## config.mk

```make
export PLATFORM = sky130hd
export DESIGN_NAME = ind_branch_fetch
export DESIGN_NICKNAME = d
export VERILOG_FILES = /design/src/rtl/ibf_pkg.sv /design/src/rtl/ibf_ptr_addr.sv /design/src/rtl/ibf_seq.sv /design/src/rtl/ibf_datapath.sv /design/src/rtl/ind_branch_fetch.sv
export SDC_FILE = /design/constraint.sdc
export NUM_CORES = 1
export LEC_CHECK = 0
export CAP_MARGIN = 20
export CORE_MARGIN = 4
export CORE_UTILIZATION = 25
export CTS_CLUSTER_SIZE = 30
export DETAILED_ROUTE_END_ITERATION = 7
export DONT_BUFFER_PORTS = 1
export GPL_TIMING_DRIVEN = 0
export HOLD_SLACK_MARGIN = 0.15
export SLEW_MARGIN = 30
export SYNTH_ARGS = -nofsm -noshare
export SYNTH_HDL_FRONTEND = slang
export SYNTH_HIERARCHICAL = 1
export SYNTH_SLANG_ARGS = --single-unit
```

## constraint.sdc

```tcl
create_clock -name clk -period 2.7 [get_ports clk]
set_input_delay 0.135 -clock clk [delete_from_list [all_inputs] [get_ports clk]]
set_output_delay 0.135 -clock clk [all_outputs]
set_load 0.05 [all_outputs]
```

## src/rtl/ibf_pkg.sv

```systemverilog
package ibf_pkg;

   localparam int EA_W = 16;

   typedef enum logic [1:0] {
      ST_IDLE  = 2'd0,
      ST_PUSH  = 2'd1,
      ST_FETCH = 2'd2,
      ST_FIN   = 2'd3
   } ibf_state_e;

endpackage

```

## src/rtl/ibf_ptr_addr.sv

```systemverilog
module ibf_ptr_addr
   import ibf_pkg::*;
#(
   parameter int PTR_W        = 8,
   parameter bit STRICT_ALIGN = 1'b1
) (
   input  logic [PTR_W-1:0] field,
   output logic [EA_W-1:0]  ptr_addr,
   output logic             misaligned
);

   localparam int PAD_W = EA_W - PTR_W;

   // pointer page sits at the bottom of memory, upper bits forced to zero
   assign ptr_addr = {{PAD_W{1'b0}}, field};

   generate
      if (STRICT_ALIGN) begin : g_strict
         assign misaligned = field[0];
      end else begin : g_loose
         assign misaligned = 1'b0;
      end
   endgenerate

endmodule

```

## src/rtl/ibf_seq.sv

```systemverilog
module ibf_seq
   import ibf_pkg::*;
#(
   parameter int BEATS  = 2,
   parameter int BEAT_W = 1
) (
   input  logic              clk,
   input  logic              rst,
   input  logic              start,
   input  logic              is_call,
   input  logic              misaligned,
   input  logic              mem_ack,
   output ibf_state_e        state,
   output logic [BEAT_W-1:0] beat,
   output logic              accept,
   output logic              accept_call,
   output logic              err_q,
   output logic              fetch_last_ack
);

   localparam logic [BEAT_W-1:0] LAST_BEAT = BEAT_W'(BEATS - 1);

   logic beat_last;
   logic reject;

   assign beat_last      = (beat == LAST_BEAT);
   assign accept         = (state == ST_IDLE) && start && !misaligned;
   assign reject         = (state == ST_IDLE) && start && misaligned;
   assign accept_call    = accept && is_call;
   assign fetch_last_ack = (state == ST_FETCH) && mem_ack && beat_last;

   always_ff @(posedge clk) begin
      if (rst) begin
         state <= ST_IDLE;
         beat  <= '0;
         err_q <= 1'b0;
      end else begin
         err_q <= reject;
         unique case (state)
            ST_IDLE: begin
               beat <= '0;
               if (accept) begin
                  state <= is_call ? ST_PUSH : ST_FETCH;
               end
            end
            ST_PUSH: begin
               if (mem_ack) begin
                  if (beat_last) begin
                     beat  <= '0;
                     state <= ST_FETCH;
                  end else begin
                     beat <= beat + 1'b1;
                  end
               end
            end
            ST_FETCH: begin
               if (mem_ack) begin
                  if (beat_last) begin
                     beat  <= '0;
                     state <= ST_FIN;
                  end else begin
                     beat <= beat + 1'b1;
                  end
               end
            end
            ST_FIN: begin
               state <= ST_IDLE;
            end
            default: state <= ST_IDLE;
         endcase
      end
   end

endmodule

```

## src/rtl/ibf_datapath.sv

```systemverilog
module ibf_datapath
   import ibf_pkg::*;
#(
   parameter int              PORT_W  = 8,
   parameter int              BEATS   = 2,
   parameter int              BEAT_W  = 1,
   parameter logic [EA_W-1:0] SP_INIT = 16'hFFFE,
   parameter logic [EA_W-1:0] PC_INIT = 16'h0000
) (
   input  logic              clk,
   input  logic              rst,
   input  ibf_state_e        state,
   input  logic [BEAT_W-1:0] beat,
   input  logic              accept,
   input  logic              accept_call,
   input  logic              fetch_last_ack,
   input  logic              mem_ack,
   input  logic [EA_W-1:0]   ptr_addr,
   input  logic [EA_W-1:0]   ret_pc,
   input  logic [PORT_W-1:0] mem_rdata,
   output logic [EA_W-1:0]   mem_addr,
   output logic [PORT_W-1:0] mem_wdata,
   output logic [EA_W-1:0]   new_pc,
   output logic [EA_W-1:0]   stack_ptr
);

   localparam logic [EA_W-1:0] WORD_BYTES = EA_W'(2);

   logic [EA_W-1:0] ptr_q;
   logic [EA_W-1:0] ret_q;
   logic [EA_W-1:0] base;
   logic [EA_W-1:0] word;

   always_ff @(posedge clk) begin
      if (rst) begin
         ptr_q     <= '0;
         ret_q     <= '0;
         stack_ptr <= SP_INIT;
         new_pc    <= PC_INIT;
      end else begin
         if (accept) begin
            ptr_q <= ptr_addr;
            ret_q <= ret_pc;
         end
         if (accept_call) begin
            stack_ptr <= stack_ptr - WORD_BYTES;
         end
         if (fetch_last_ack) begin
            new_pc <= word;
         end
      end
   end

   assign base = (state == ST_PUSH) ? stack_ptr : ptr_q;

   generate
      if (BEATS == 1) begin : g_wide
         // whole word per access
         assign mem_addr  = base;
         assign mem_wdata = ret_q;
         assign word      = mem_rdata;
      end else begin : g_narrow
         logic [PORT_W-1:0] hi_q;

         always_ff @(posedge clk) begin
            if (rst) begin
               hi_q <= '0;
            end else if ((state == ST_FETCH) && mem_ack && (beat == '0)) begin
               hi_q <= mem_rdata;
            end
         end

         // high byte lives at the lower address
         assign mem_addr  = base + EA_W'(beat);
         assign mem_wdata = (beat != '0) ? ret_q[PORT_W-1:0] : ret_q[2*PORT_W-1:PORT_W];
         assign word      = {hi_q, mem_rdata};
      end
   endgenerate

endmodule

```

## src/rtl/ind_branch_fetch.sv

```systemverilog
module ind_branch_fetch
   import ibf_pkg::*;
#(
   parameter int              PTR_W        = 8,
   parameter int              PORT_W       = 8,
   parameter bit              STRICT_ALIGN = 1'b1,
   parameter logic [EA_W-1:0] SP_INIT      = 16'hFFFE,
   parameter logic [EA_W-1:0] PC_INIT      = 16'h0000
) (
   input  logic              clk,
   input  logic              rst,
   input  logic              start,
   input  logic              is_call,
   input  logic [PTR_W-1:0]  ptr_field,
   input  logic [EA_W-1:0]   ret_pc,
   output logic              busy,
   output logic              done,
   output logic              align_err,
   output logic [EA_W-1:0]   new_pc,
   output logic [EA_W-1:0]   stack_ptr,
   output logic              mem_req,
   output logic              mem_we,
   output logic [EA_W-1:0]   mem_addr,
   output logic [PORT_W-1:0] mem_wdata,
   input  logic [PORT_W-1:0] mem_rdata,
   input  logic              mem_ack
);

   localparam int BEATS  = EA_W / PORT_W;
   localparam int BEAT_W = (BEATS > 1) ? $clog2(BEATS) : 1;

   generate
      if (!(PORT_W == 8 || PORT_W == 16)) begin : g_bad_port
         $error("ind_branch_fetch: PORT_W must be 8 or 16");
      end
      if (PTR_W < 2 || PTR_W >= EA_W) begin : g_bad_ptr
         $error("ind_branch_fetch: PTR_W must lie in 2..15");
      end
   endgenerate

   ibf_state_e        state;
   logic [BEAT_W-1:0] beat;
   logic              accept;
   logic              accept_call;
   logic              fetch_last_ack;
   logic              misaligned;
   logic [EA_W-1:0]   ptr_addr;

   ibf_ptr_addr #(
      .PTR_W        (PTR_W),
      .STRICT_ALIGN (STRICT_ALIGN)
   ) u_addr (
      .field      (ptr_field),
      .ptr_addr   (ptr_addr),
      .misaligned (misaligned)
   );

   ibf_seq #(
      .BEATS  (BEATS),
      .BEAT_W (BEAT_W)
   ) u_seq (
      .clk            (clk),
      .rst            (rst),
      .start          (start),
      .is_call        (is_call),
      .misaligned     (misaligned),
      .mem_ack        (mem_ack),
      .state          (state),
      .beat           (beat),
      .accept         (accept),
      .accept_call    (accept_call),
      .err_q          (align_err),
      .fetch_last_ack (fetch_last_ack)
   );

   ibf_datapath #(
      .PORT_W  (PORT_W),
      .BEATS   (BEATS),
      .BEAT_W  (BEAT_W),
      .SP_INIT (SP_INIT),
      .PC_INIT (PC_INIT)
   ) u_dp (
      .clk            (clk),
      .rst            (rst),
      .state          (state),
      .beat           (beat),
      .accept         (accept),
      .accept_call    (accept_call),
      .fetch_last_ack (fetch_last_ack),
      .mem_ack        (mem_ack),
      .ptr_addr       (ptr_addr),
      .ret_pc         (ret_pc),
      .mem_rdata      (mem_rdata),
      .mem_addr       (mem_addr),
      .mem_wdata      (mem_wdata),
      .new_pc         (new_pc),
      .stack_ptr      (stack_ptr)
   );

   assign busy    = (state != ST_IDLE);
   assign done    = (state == ST_FIN);
   assign mem_req = (state == ST_PUSH) || (state == ST_FETCH);
   assign mem_we  = (state == ST_PUSH);

endmodule

```

After elaboration in Yosys (flattened, before gate mapping)
Index checks and enable logic that the tools add are counted.
{"block": "word_totals", "out_inout_bits": 61, "reg_bits": 68, "elab_cells": 48, "inputBits": 37}
{"block": "op_classes", "addsub": 3, "eq_ne": 9, "mux": 12, "n_reduce_logical": 15, "bitwise": 1}
{"op": "adder 16 x 1 -> 16 bit", "count": 1}
{"op": "2-to-1 mux 16 bit", "count": 1}
{"op": "subtractor 16 x 2 -> 16 bit, second input constant", "count": 1}
{"op": "2-to-1 mux 2 bit", "count": 6}
{"op": "!= test 2 x 1 -> 1 bit, second input constant", "count": 5}
{"op": "2-to-1 mux 8 bit", "count": 1}
{"op": "case mux 2 bit (4 select lines)", "count": 1}
{"op": "logical AND 1 bit", "count": 7}
{"op": "AND reduction 5 bit", "count": 1}
{"op": "equality test 2 bit, second input constant", "count": 2}
{"op": "nonzero test 2 bit", "count": 2}
{"op": "equality test 2 x 1 -> 1 bit, second input constant", "count": 1}
{"op": "zero test 2 bit", "count": 1}
{"op": "2-to-1 mux 1 bit", "count": 2}
{"op": "!= test 2 bit, second input constant", "count": 1}
{"op": "case mux 1 bit (2 select lines)", "count": 1}
{"op": "AND reduction 2 bit", "count": 1}
{"op": "OR reduction 2 bit", "count": 1}
{"op": "adder 1 bit, second input constant", "count": 1}
{"op": "zero test 1 bit", "count": 1}
{"op": "logical OR 1 bit", "count": 1}
{"op": "inverter 1 bit", "count": 1}

Depth between registers and ports, before layout
Gate-level depths: netlist of the first run.
{"block": "logic_depth", "depth_word": 5, "depth_mapped": 12, "depth_no_buf": 11}

Hierarchy
Netlist of the first run, hierarchy kept.
{"module": "ibf_datapath", "n_inst": 1, "seq_area_each_um2": 1421.4, "area_per_inst_um2": 3392.0, "cells_each": 367}
{"module": "ibf_seq", "n_inst": 1, "seq_area_each_um2": 80.1, "area_per_inst_um2": 299.0, "cells_each": 32}
{"module": "ibf_ptr_addr", "n_inst": 1, "seq_area_each_um2": 0.0, "area_per_inst_um2": 131.4, "cells_each": 18}
{"module": "ind_branch_fetch", "n_inst": 1, "seq_area_each_um2": 0.0, "area_per_inst_um2": 48.8, "cells_each": 6}

Worst setup path before layout of the first run
No wires, ideal clock.
{"block": "synth_timing", "path_kind": "reg-to-output", "startpoint": "register u_seq.state[1]", "endpoint": "output mem_addr[12]", "path_slack_ns": -0.818, "stages_incl_launch_ff": 13, "path_buffers": 3, "arrival_time_ns": 3.383, "required_ns": 2.565, "cell_sequence": "dfxtp_1 -> nand2b_1 -> buf_2 -> buf_1 -> clkbuf_1 -> and2_1 -> ha_1 -> ha_1 -> inv_1 -> a211oi_2 -> nand4_1 -> xor2_1 -> mux2i_1"}
{"block": "synth_via", "elab_chain_cells": 3}
{"item": "start: declaration", "line_no": "ibf_seq.sv:13", "text": "output ibf_state_e state,"}
{"item": "start signal: assignment", "line_no": "ibf_seq.sv:43", "text": "state <= is_call ? ST_PUSH : ST_FETCH;"}
{"item": "equality test 2 x 1 -> 1 bit", "line_no": "ibf_datapath.sv:54", "text": "assign base = (state == ST_PUSH) ? stack_ptr : ptr_q;"}
{"item": "2-to-1 mux 16 bit", "line_no": "ibf_datapath.sv:54"}
{"item": "adder 16 x 1 -> 16 bit", "line_no": "ibf_datapath.sv:74", "text": "assign mem_addr = base + EA_W'(beat);"}
{"item": "end: declaration", "line_no": "ind_branch_fetch.sv:23", "text": "output logic [EA_W-1:0] mem_addr,"}
Every way passes these cells.

Worst setup path after layout of the first run
{"block": "layout_timing", "startpoint": "register u_dp.stack_ptr[4]", "endpoint": "output mem_addr[12]"}
{"block": "layout_via", "elab_chain_cells": 2}
{"item": "start: declaration", "line_no": "ibf_datapath.sv:24", "text": "output logic [EA_W-1:0] stack_ptr"}
{"item": "start signal: assignment", "line_no": "ibf_datapath.sv:46", "text": "stack_ptr <= stack_ptr - WORD_BYTES;"}
{"item": "2-to-1 mux 16 bit", "line_no": "ibf_datapath.sv:54"}
{"item": "adder 16 x 1 -> 16 bit", "line_no": "ibf_datapath.sv:74"}
Every way passes these cells.

==> results_dict.tcl, run 1 <==
set metrics [dict create \
    status "finished, final reports clean" \
    synth_seq_area_share 0.388 \
    antenna_found_initial 0 \
    cts_tree "built" \
    setup_tns_ps 0 \
    synthSimpleGateAreaFrac 0.206 \
    grt.total_usage 0.121 \
    reg2regPathDepth 12 \
    synth_edf_count 0 \
    cts_buffers 9 \
    hold_viol 0 \
    dp_cells 618 \
    wl_met1_um 4430 \
    crit_required_ps 2570 \
    synth.avg_cell_area_um2 9.15 \
    hold_depth 3 \
    clk_pin_slew_worst_paths_ps 50 \
    tightest_slew_ps 1010 \
    pre_cts_slack_ps -550 \
    fmax_mhz 376 \
    r2r_slack_ps 130 \
    hold_end "u_seq/state[1]" \
    cts_sinks 75 \
    rsz0062_at_grt "yes" \
    hold_class "input port to register" \
    final_cells 681 \
    final_common_cell "dfxtp_1" \
    yosys_warnings 6 \
    maxSlewViolCount 0 \
    synthMuxAreaShare 0.189 \
    min_from "is_call" \
    design.core.area_mm2 0.0152 \
    clockBufferDepth 2 \
    ant_nets 0 \
    p_leak_uw 0.00210 \
    worstPathArrival_ps 2520 \
    drive_above_1_share 0.239 \
    syn-cell-area_mm2 0.00387 \
    detailedRoute.firstIterationViolations 109 \
    maxCapViolCount 0 \
    grt_pass1_vias 3243 \
    grt_max_degree 17 \
    worst_slack_ps 43.7 \
    ios 98 \
    hold_slack_ps 221 \
    initial_utilization 0.255 \
    fin_worst_skew_ps 5.54 \
    setup_violations 0 \
    grt_overflow 0 \
    fin_crit_ps 2660 \
    r2r_end "u_dp/stack_ptr[12]" \
    dieArea_mm2 0.0175 \
    synthAdderAreaFrac 0.0323 \
    synth_top_family_by_area "simple AND/OR/NAND/NOR gates" \
    worstPathCellList "and3b_2, nand4_1, a211oi_4, nand4_1, xor2_2, mux2i_4" \
    wire_per_inst_um 15.5 \
    grt_pass1_wl_um 16800 \
    htreeDepth 3 \
    hpwl_um 7860 \
    nets 536 \
    synthXorXnorAreaFrac 0.0588 \
    fin_util 0.342 \
    power_density_mw_per_mm2 832 \
    cts-root-buf "clkbuf_16" \
    drc_errors 0 \
    wirelength_um 10600 \
    start_kind "register" \
    met3_wirelength_um 843 \
    final_cell_mix "dfxtp_1 (64), nor2_1 (59), mux2i_1 (56)" \
    worstSkewPairLatency_ps 340 \
    period_share 0.984 \
    max-vdd-ir-drop_mv 0.503 \
    async_flop_share 0 \
    cp_slowest_cell "dfxtp_4" \
    synth_compound_area_frac 0.0537 \
    top_layer_used "met4" \
    vias 3060 \
    area_growth_pct 34.3 \
    synthFlopType "dfxtp_1" \
    dr.pass1.iters 4 \
    wl_met2_um 5090 \
    cp-end-kind "primary output" \
    antennaDiodeCount 0 \
    crit_type "register to primary output" \
    crit_path_frequent_cell "nand4_1" \
    die_w_um 132 \
    max_slew_margin 0.322 \
    die_h_um 132 \
    synth_cell_types 52 \
    cp_max_fo 5 \
    ys_ff_latch 75 \
    cpPeakStageDelay_ps 480 \
    gp_congestion 0.836 \
    vias_per_cell 4.49 \
    r2r-start "u_seq/state[1]" \
    synth_cells 423 \
    fp-row-count 45 \
    port_buffers 0 \
]
## worst max-delay path, delay by kind of cell, from the launching register on
kind | cells | cell delay, ps
flip-flops | 1 | 480
AO/OA/AOI/OAI | 1 | 440
AND/OR/NAND/NOR | 3 | 630
multiplexers | 1 | 420
XOR/XNOR | 1 | 200
## what timing repair did
item	CTS	global route
setup endpoints to repair	19	14
resized for setup	31	25
pin swaps	4	11
hold buffers	37	1
buffers inserted	8	6
cloned	0	0
endpoints found under the hold margin	44	1
## logic make-up after synthesis
family	count (synthesis)
adders and majority gates	10
other	2
AOI/OAI and AO/OA	34
DFF	75
and+or+nand+nor	154
muxes	71
xor gates and xnor gates	26
buffers and inverters	51
## metrics by stage
stage	total power [µW]	area [µm²]
after floorplan	2680	3980
after global placement	2870	4210
after detailed placement	2930	4250
after CTS	4330	5070
after global routing	4550	5200
final	4330	5200
## power by group
group | internal (µW) | switching (µW)
combinational | 661 | 1170
sequential | 1200 | 109
clock | 713 | 467
total | 2580 | 1750
## Yosys cell counts (10+ instances only)
| master | instances | area [µm²] |
|---|---|---|
| nand2b_1 | 12 | 75.1 |
| buf_4 | 18 | 135 |
| xnor2_1 | 13 | 114 |
| xor2_1 | 13 | 114 |
| mux2i_1 | 59 | 591 |
| a21oi_1 | 18 | 90.1 |
| ha_1 | 10 | 125 |
| nand3_1 | 10 | 50.1 |
| nand2_1 | 35 | 131 |
| mux2_2 | 10 | 113 |
| clkbuf_1 | 16 | 60.1 |
| dfxtp_1 | 75 | 1500 |
| nor2_1 | 60 | 225 |
## worst max-delay path by stage
stage | start | endpoint | slack, ps
2_1_floorplan | u_seq/state[1] | mem_addr[12] | 20
3_3_place_gp | u_seq/state[1] | mem_addr[10] | -490
3_5_place_dp | u_seq/state[1] | mem_addr[10] | -550
4_1_cts | u_seq/state[1] | mem_addr[12] | -40
5_1_grt | u_dp/stack_ptr[4] | mem_addr[12] | -60
6_report | u_dp/stack_ptr[4] | mem_addr[12] | 40
## state kept, by name (all words and copies together), names as in the netlist
name                cells
u_seq/beat              1
u_dp/stack_ptr         15
u_dp/ret_q             16
u_seq/state             2
u_dp/ptr_q             16
u_seq/err_q             1
u_dp/new_pc            16
u_dp/g_narrow.hi_q      8
## cell type report
type,count,area (µm²)
fillers,1553,10000
multi-input cells,304,2390
flip-flops and latches,75,1530
repair buffers,52,493
well taps,188,235
clock buffers,9,225
plain buffers,39,225
clock inverters,6,65.1
inverters,8,38.8
## metal layers
layer / up-vias / global-route usage
met1: 1424 / 0.136
li1: 1522 / -
met5: - / 0
met2: 98 / 0.201
met3: 16 / 0.0525
met4: 0 / 0.0531
Power figures use the tool's default switching activity.
==> run 2: changes to the inputs <==
CORE_MARGIN = 1.5   (was 4)
==> run 2 against run 1 <==
Compared with the run above: clock power shrank 8%; fmax shrank 0.39%; die area shrank 7.4%; flip-flop and latch count is the same; power shrank 1.8%; register-to-register slack gained 20 ps; first-iteration DRC count shrank 35%; largest power group unchanged.
==> results_dict.tcl, run 2 (synthesis results as in run 1) <==
set metrics [dict create \
    status "finished, final reports clean" \
    drc_errors 0 \
    placed_area_mm2 0.00425 \
    tightest_slew_ps 1000 \
    crit_required_ps 2570 \
    maxCapViolCount 0 \
    fmax_mhz 375 \
    fillers 1521 \
    postLayoutCellArea_mm2 0.00518 \
    cp_num_buf_inv 1 \
    initial_utilization 0.256 \
    met3_wirelength_um 732 \
    p_leak_uw 0.00210 \
    final_cell_mix "dfxtp_1 (64), nor2_1 (59), mux2i_1 (56)" \
    hold_viol 0 \
    wl_met1_um 4350 \
    cts_sinks 75 \
    grt_pass1_vias 3125 \
    fin_worst_skew_ps 4.21 \
    max-vdd-ir-drop_mv 0.439 \
    design.core.area_mm2 0.0151 \
    vias_per_cell 4.50 \
    htreeDepth 3 \
    cts_buffers 9 \
    grt_max_degree 14 \
    critical_path.endpoint "mem_addr[12]" \
    crit_path_frequent_cell "nand4_1" \
    cp_top_family "simple AND/OR/NAND/NOR gates" \
    grt_overflow 0 \
    r2r_slack_ps 150 \
    nets 537 \
    setup_violations 0 \
    antenna_found_initial 0 \
    die_h_um 127 \
    dieArea_mm2 0.0162 \
    critPathLaunch "u_seq/state[1]" \
    cp_slowest_cell "a211oi_4" \
    cpPeakStageDelay_ps 430 \
    wirelength_um 10500 \
    clockBufferDepth 2 \
    r2r_end "u_dp/stack_ptr[11]" \
    top_layer_used "met4" \
    final_common_cell "dfxtp_1" \
    cts-root-buf "clkbuf_16" \
    gp_congestion 0.858 \
    port_buffers 0 \
    start_kind "register" \
    worstPathArrival_ps 2530 \
    ant_nets 0 \
    wire_per_inst_um 15.4 \
    area_growth_pct 33.8 \
    fin_crit_ps 2670 \
    drive_above_1_share 0.243 \
    antennaDiodeCount 0 \
    reg_top3 "u_dp/new_pc: 16 flops, u_dp/ptr_q: 16 flops, u_dp/ret_q: 16 flops" \
    period_share 0.988 \
    clk_pin_slew_worst_paths_ps 60 \
    cp-end-kind "primary output" \
    worstSkewPairLatency_ps 340 \
    worstPathCellList "buf_6, and3b_2, nand4_1, a211oi_4, nand4_1, xor2_2, mux2i_4" \
    power_density_mw_per_mm2 820 \
    dr.pass1.iters 5 \
    grt_pass1_wl_um 16400 \
    die_w_um 127 \
    maxSlewViolCount 0 \
    ios 98 \
    cp_max_fo 5 \
    crit_type "register to primary output" \
    r2r-start "u_seq/state[1]" \
    cp.depth 7 \
    fp-row-count 45 \
    reg2regPathDepth 11 \
    vias 3070 \
    hold_class "input port to register" \
    hold_slack_ps 207 \
    detailedRoute.firstIterationViolations 71 \
    setup_tns_ps 0 \
    cts_tree "built" \
    max_slew_margin 0.331 \
    grt.total_usage 0.132 \
    wl_met2_um 5220 \
    rsz0062_at_grt "yes" \
    hpwl_um 7570 \
]
[run 2: cell types whose count changed in the layout (fill, tap and decap cells not counted), sizes merged]
| cell | before | now |
|---|---|---|
| clkbuf | 23 | 24 |
| clkinv | 2 | 3 |
| buf | 39 | 40 |
| bufinv | 1 | 0 |
| dlygate4sd3 | 38 | 37 |
[run 2: worst reg2reg max path: cells and delay by family (launching register included)]
family,cells,cell delay (ps)
adder cells (fa/ha/maj),1,150
flip-flops,1,350
AO/OA/AOI/OAI,1,140
buffers and inverters,2,210
AND/OR/NAND/NOR,7,1590
[run 2: what timing repair did]
| action | in CTS | in global routing |
|---|---|---|
| hold buffers | 37 | 0 |
| gates resized for setup | 36 | 18 |
| setup buffers | 8 | 6 |
| setup endpoints to repair | 20 | 14 |
| hold endpoints to repair | 46 | 0 |
| pin swaps | 4 | 2 |
[run 2: stage by stage]
| stage | std cells | worst slack, ps | utilization | total power [µW] |
|---|---|---|---|---|
| finish | 682 | 33.4 | 0.342 | 4250 |
| global route | 682 | -112 | 0.342 | 4460 |
| detailed placement | 618 | -574 | 0.280 | 2920 |
| floorplan | 430 | 16.6 | - | 2680 |
| global placement | 618 | -519 | 0.278 | 2860 |
| CTS | 677 | -58.6 | 0.335 | 4260 |
[run 2: worst min-delay path by stage]
stage                       start              to  cells past startpoint
final                     is_call  u_seq/state[1]                      3
after global routing      mem_ack  u_seq/state[0]                      3
after CTS                 is_call  u_seq/state[1]                      3
after detailed placement      rst      u_seq/beat                      1
after global placement        rst      u_seq/beat                      1
after floorplan               rst      u_seq/beat                      1
[run 2: per-layer routing]
layer | up-vias | GRT usage
li1 | 1528 | -
met1 | 1451 | 0.146
met2 | 78 | 0.230
met3 | 13 | 0.0494
met4 | 0 | 0.0481
met5 | - | 0
[run 2: final cells by class]
cell class,instances,area [µm²],share of cell area
Inverter,8,32.5,0.00628
Sequential cell,75,1530,0.294
Buffer,41,253,0.0488
Tap cell,188,235,0.0454
Clock inverter,6,42.5,0.00821
Multi-Input combinational cell,304,2380,0.459
Timing Repair Buffer,51,487,0.0940
Clock buffer,9,225,0.0435
[run 2: where the power goes]
| group | switching, µW | total [µW] | internal (µW) |
|---|---|---|---|
| sequential | 111 | 1310 | 1200 |
| combinational | 1160 | 1840 | 673 |
| clock | 477 | 1090 | 617 |
| total | 1750 | 4250 | 2490 |
==> run 3: changes to the inputs <==
MAX_ROUTING_LAYER = met4   (was unset)
==> run 3 against run 2 <==
Compared with the run above: clock skew rose by 0.72 ps; clock power barely moved; final area did not move; hold slack improved by 0.95 ps; critical path type unchanged; largest power group unchanged.
==> results_dict.tcl, run 3 (synthesis results as in run 1) <==
set metrics [dict create \
    status "finished, final reports clean" \
    final_common_cell "dfxtp_1" \
    seqPwrFrac 0.310 \
    cts_sinks 75 \
    grt-busiest-layer "met2" \
    start_kind "register" \
    gp_congestion 0.872 \
    wirelength_um 10500 \
    hold_viol 0 \
    die_h_um 127 \
    grt_use_met3 0.0561 \
    p_leak_uw 0.00210 \
    fin_crit_ps 2660 \
    comb_power_share 0.433 \
    grtUsageMet1 0.147 \
    design.core.area_mm2 0.0151 \
    grt_use_met2 0.230 \
    worstSkewPairLatency_ps 340 \
    dp_cells 618 \
    dr.pass1.iters 4 \
    crit_required_ps 2570 \
    power_density_mw_per_mm2 820 \
    drc_errors 0 \
    reg_top3 "u_dp/new_pc: 16 flops, u_dp/ptr_q: 16 flops, u_dp/ret_q: 16 flops" \
    detailedRoute.firstIterationViolations 71 \
    antennaDiodeCount 0 \
    vias 3072 \
    max-vdd-ir-drop_mv 0.439 \
    p_int_uw 2490 \
    ios 98 \
    hold_class "input port to register" \
    min_from "is_call" \
    hold_slack_ps 208 \
    nets 537 \
    clockBufferDepth 2 \
    critPathLaunch "u_seq/state[1]" \
    cp_max_fo 5 \
    ant_nets 0 \
    maxCapViolCount 0 \
    grt.total_usage 0.136 \
    grt_pass1_vias 3135 \
    area_growth_pct 33.8 \
    fp-row-count 45 \
    hpwl_um 7570 \
    cp-end-kind "primary output" \
    antenna_found_initial 0 \
    cts_buffers 9 \
    fmax_mhz 375 \
    pwr-share-clk 0.258 \
    worstPathArrival_ps 2530 \
    initial_utilization 0.256 \
    cts_tree "built" \
    clk_pin_slew_worst_paths_ps 60 \
    port_buffers 0 \
    htreeDepth 3 \
    grt_pass1_wl_um 16400 \
    r2r-start "u_seq/state[1]" \
    die_w_um 127 \
    tightest_slew_ps 1000 \
    grt_overflow 0 \
    wire_per_inst_um 15.4 \
    power_switching_uw 1750 \
    dieArea_mm2 0.0162 \
    grt_max_degree 14 \
    rsz0062_at_grt "yes" \
    period_share 0.987 \
    setup_violations 0 \
    fin_worst_skew_ps 4.93 \
    final_cell_mix "dfxtp_1 (64), nor2_1 (59), mux2i_1 (56)" \
    drive_above_1_share 0.243 \
    cts-root-buf "clkbuf_16" \
    maxSlewViolCount 0 \
    crit_type "register to primary output" \
    max_slew_margin 0.331 \
    vias_per_cell 4.50 \
    final_cells 682 \
    switching_share 0.413 \
]
-- run 3: path summary, 6_finish.rpt --
check | depth (start not counted) | slack (ps) | endpoint
max | 7 | 40 | mem_addr[12]
min | 3 | 210 | u_seq/state[1]
max reg2reg | 11 | 150 | u_dp/stack_ptr[11]
min reg2reg | 2 | 460 | u_dp/g_narrow.hi_q[7]
-- run 3: power groups by stage --
stage / sequential [µW] / combinational [µW] / clock, µW
2_1_floorplan: 1300 / 1380 / 0
3_3_place_gp: 1330 / 1530 / 0
3_5_place_dp: 1340 / 1590 / 0
4_1_cts: 1310 / 1820 / 1130
5_1_grt: 1330 / 1950 / 1190
6_report: 1310 / 1840 / 1090
-- run 3: final cells by class --
class / count / area (µm²)
tap: 188 / 235
sequential: 75 / 1530
multi-input combinational: 304 / 2380
fill: 1521 / 9970
clock buffer: 9 / 225
timing repair buffer: 51 / 487
clock inverter: 6 / 42.5
inverter: 8 / 32.5
buffer: 41 / 253
-- run 3: timing repair --
action                                  in CTS  in global routing
cloned                                       0                  0
buffers inserted                             8                  6
resized for setup                           36                 18
endpoints found under the hold margin       46                  0
endpoints found under the setup margin      20                 14
pin swaps                                    4                  2
hold buffers                                37                  0
-- run 3: metal layers --
metal  vias to the layer above  part of all wire
met5                         -                 0
met4                         0             0.013
met3                        11             0.062
met2                        75              0.50
met1                      1458              0.42
li1                       1528                 -
-- run 3: stage by stage --
stage | worst slack (ps) | power, µW | area, µm² | util | TNS [ps]
2_1_floorplan | 16.6 | 2680 | 3980 | - | 0
3_3_place_gp | -519 | 2860 | 4210 | 0.278 | -4380
3_5_place_dp | -574 | 2920 | 4250 | 0.280 | -3790
4_1_cts | -58.6 | 4260 | 5080 | 0.335 | -58.6
5_1_grt | -118 | 4460 | 5180 | 0.342 | -425
6_report | 35.7 | 4250 | 5180 | 0.342 | 0
-- run 3: worst max-delay path: stages (launching register included) --
cell      delay, ps
dfxtp_4         350
buf_6           120
and3b_2         260
nand4_1         200
a211oi_4        430
nand4_1         200
xor2_2          200
mux2i_4         430
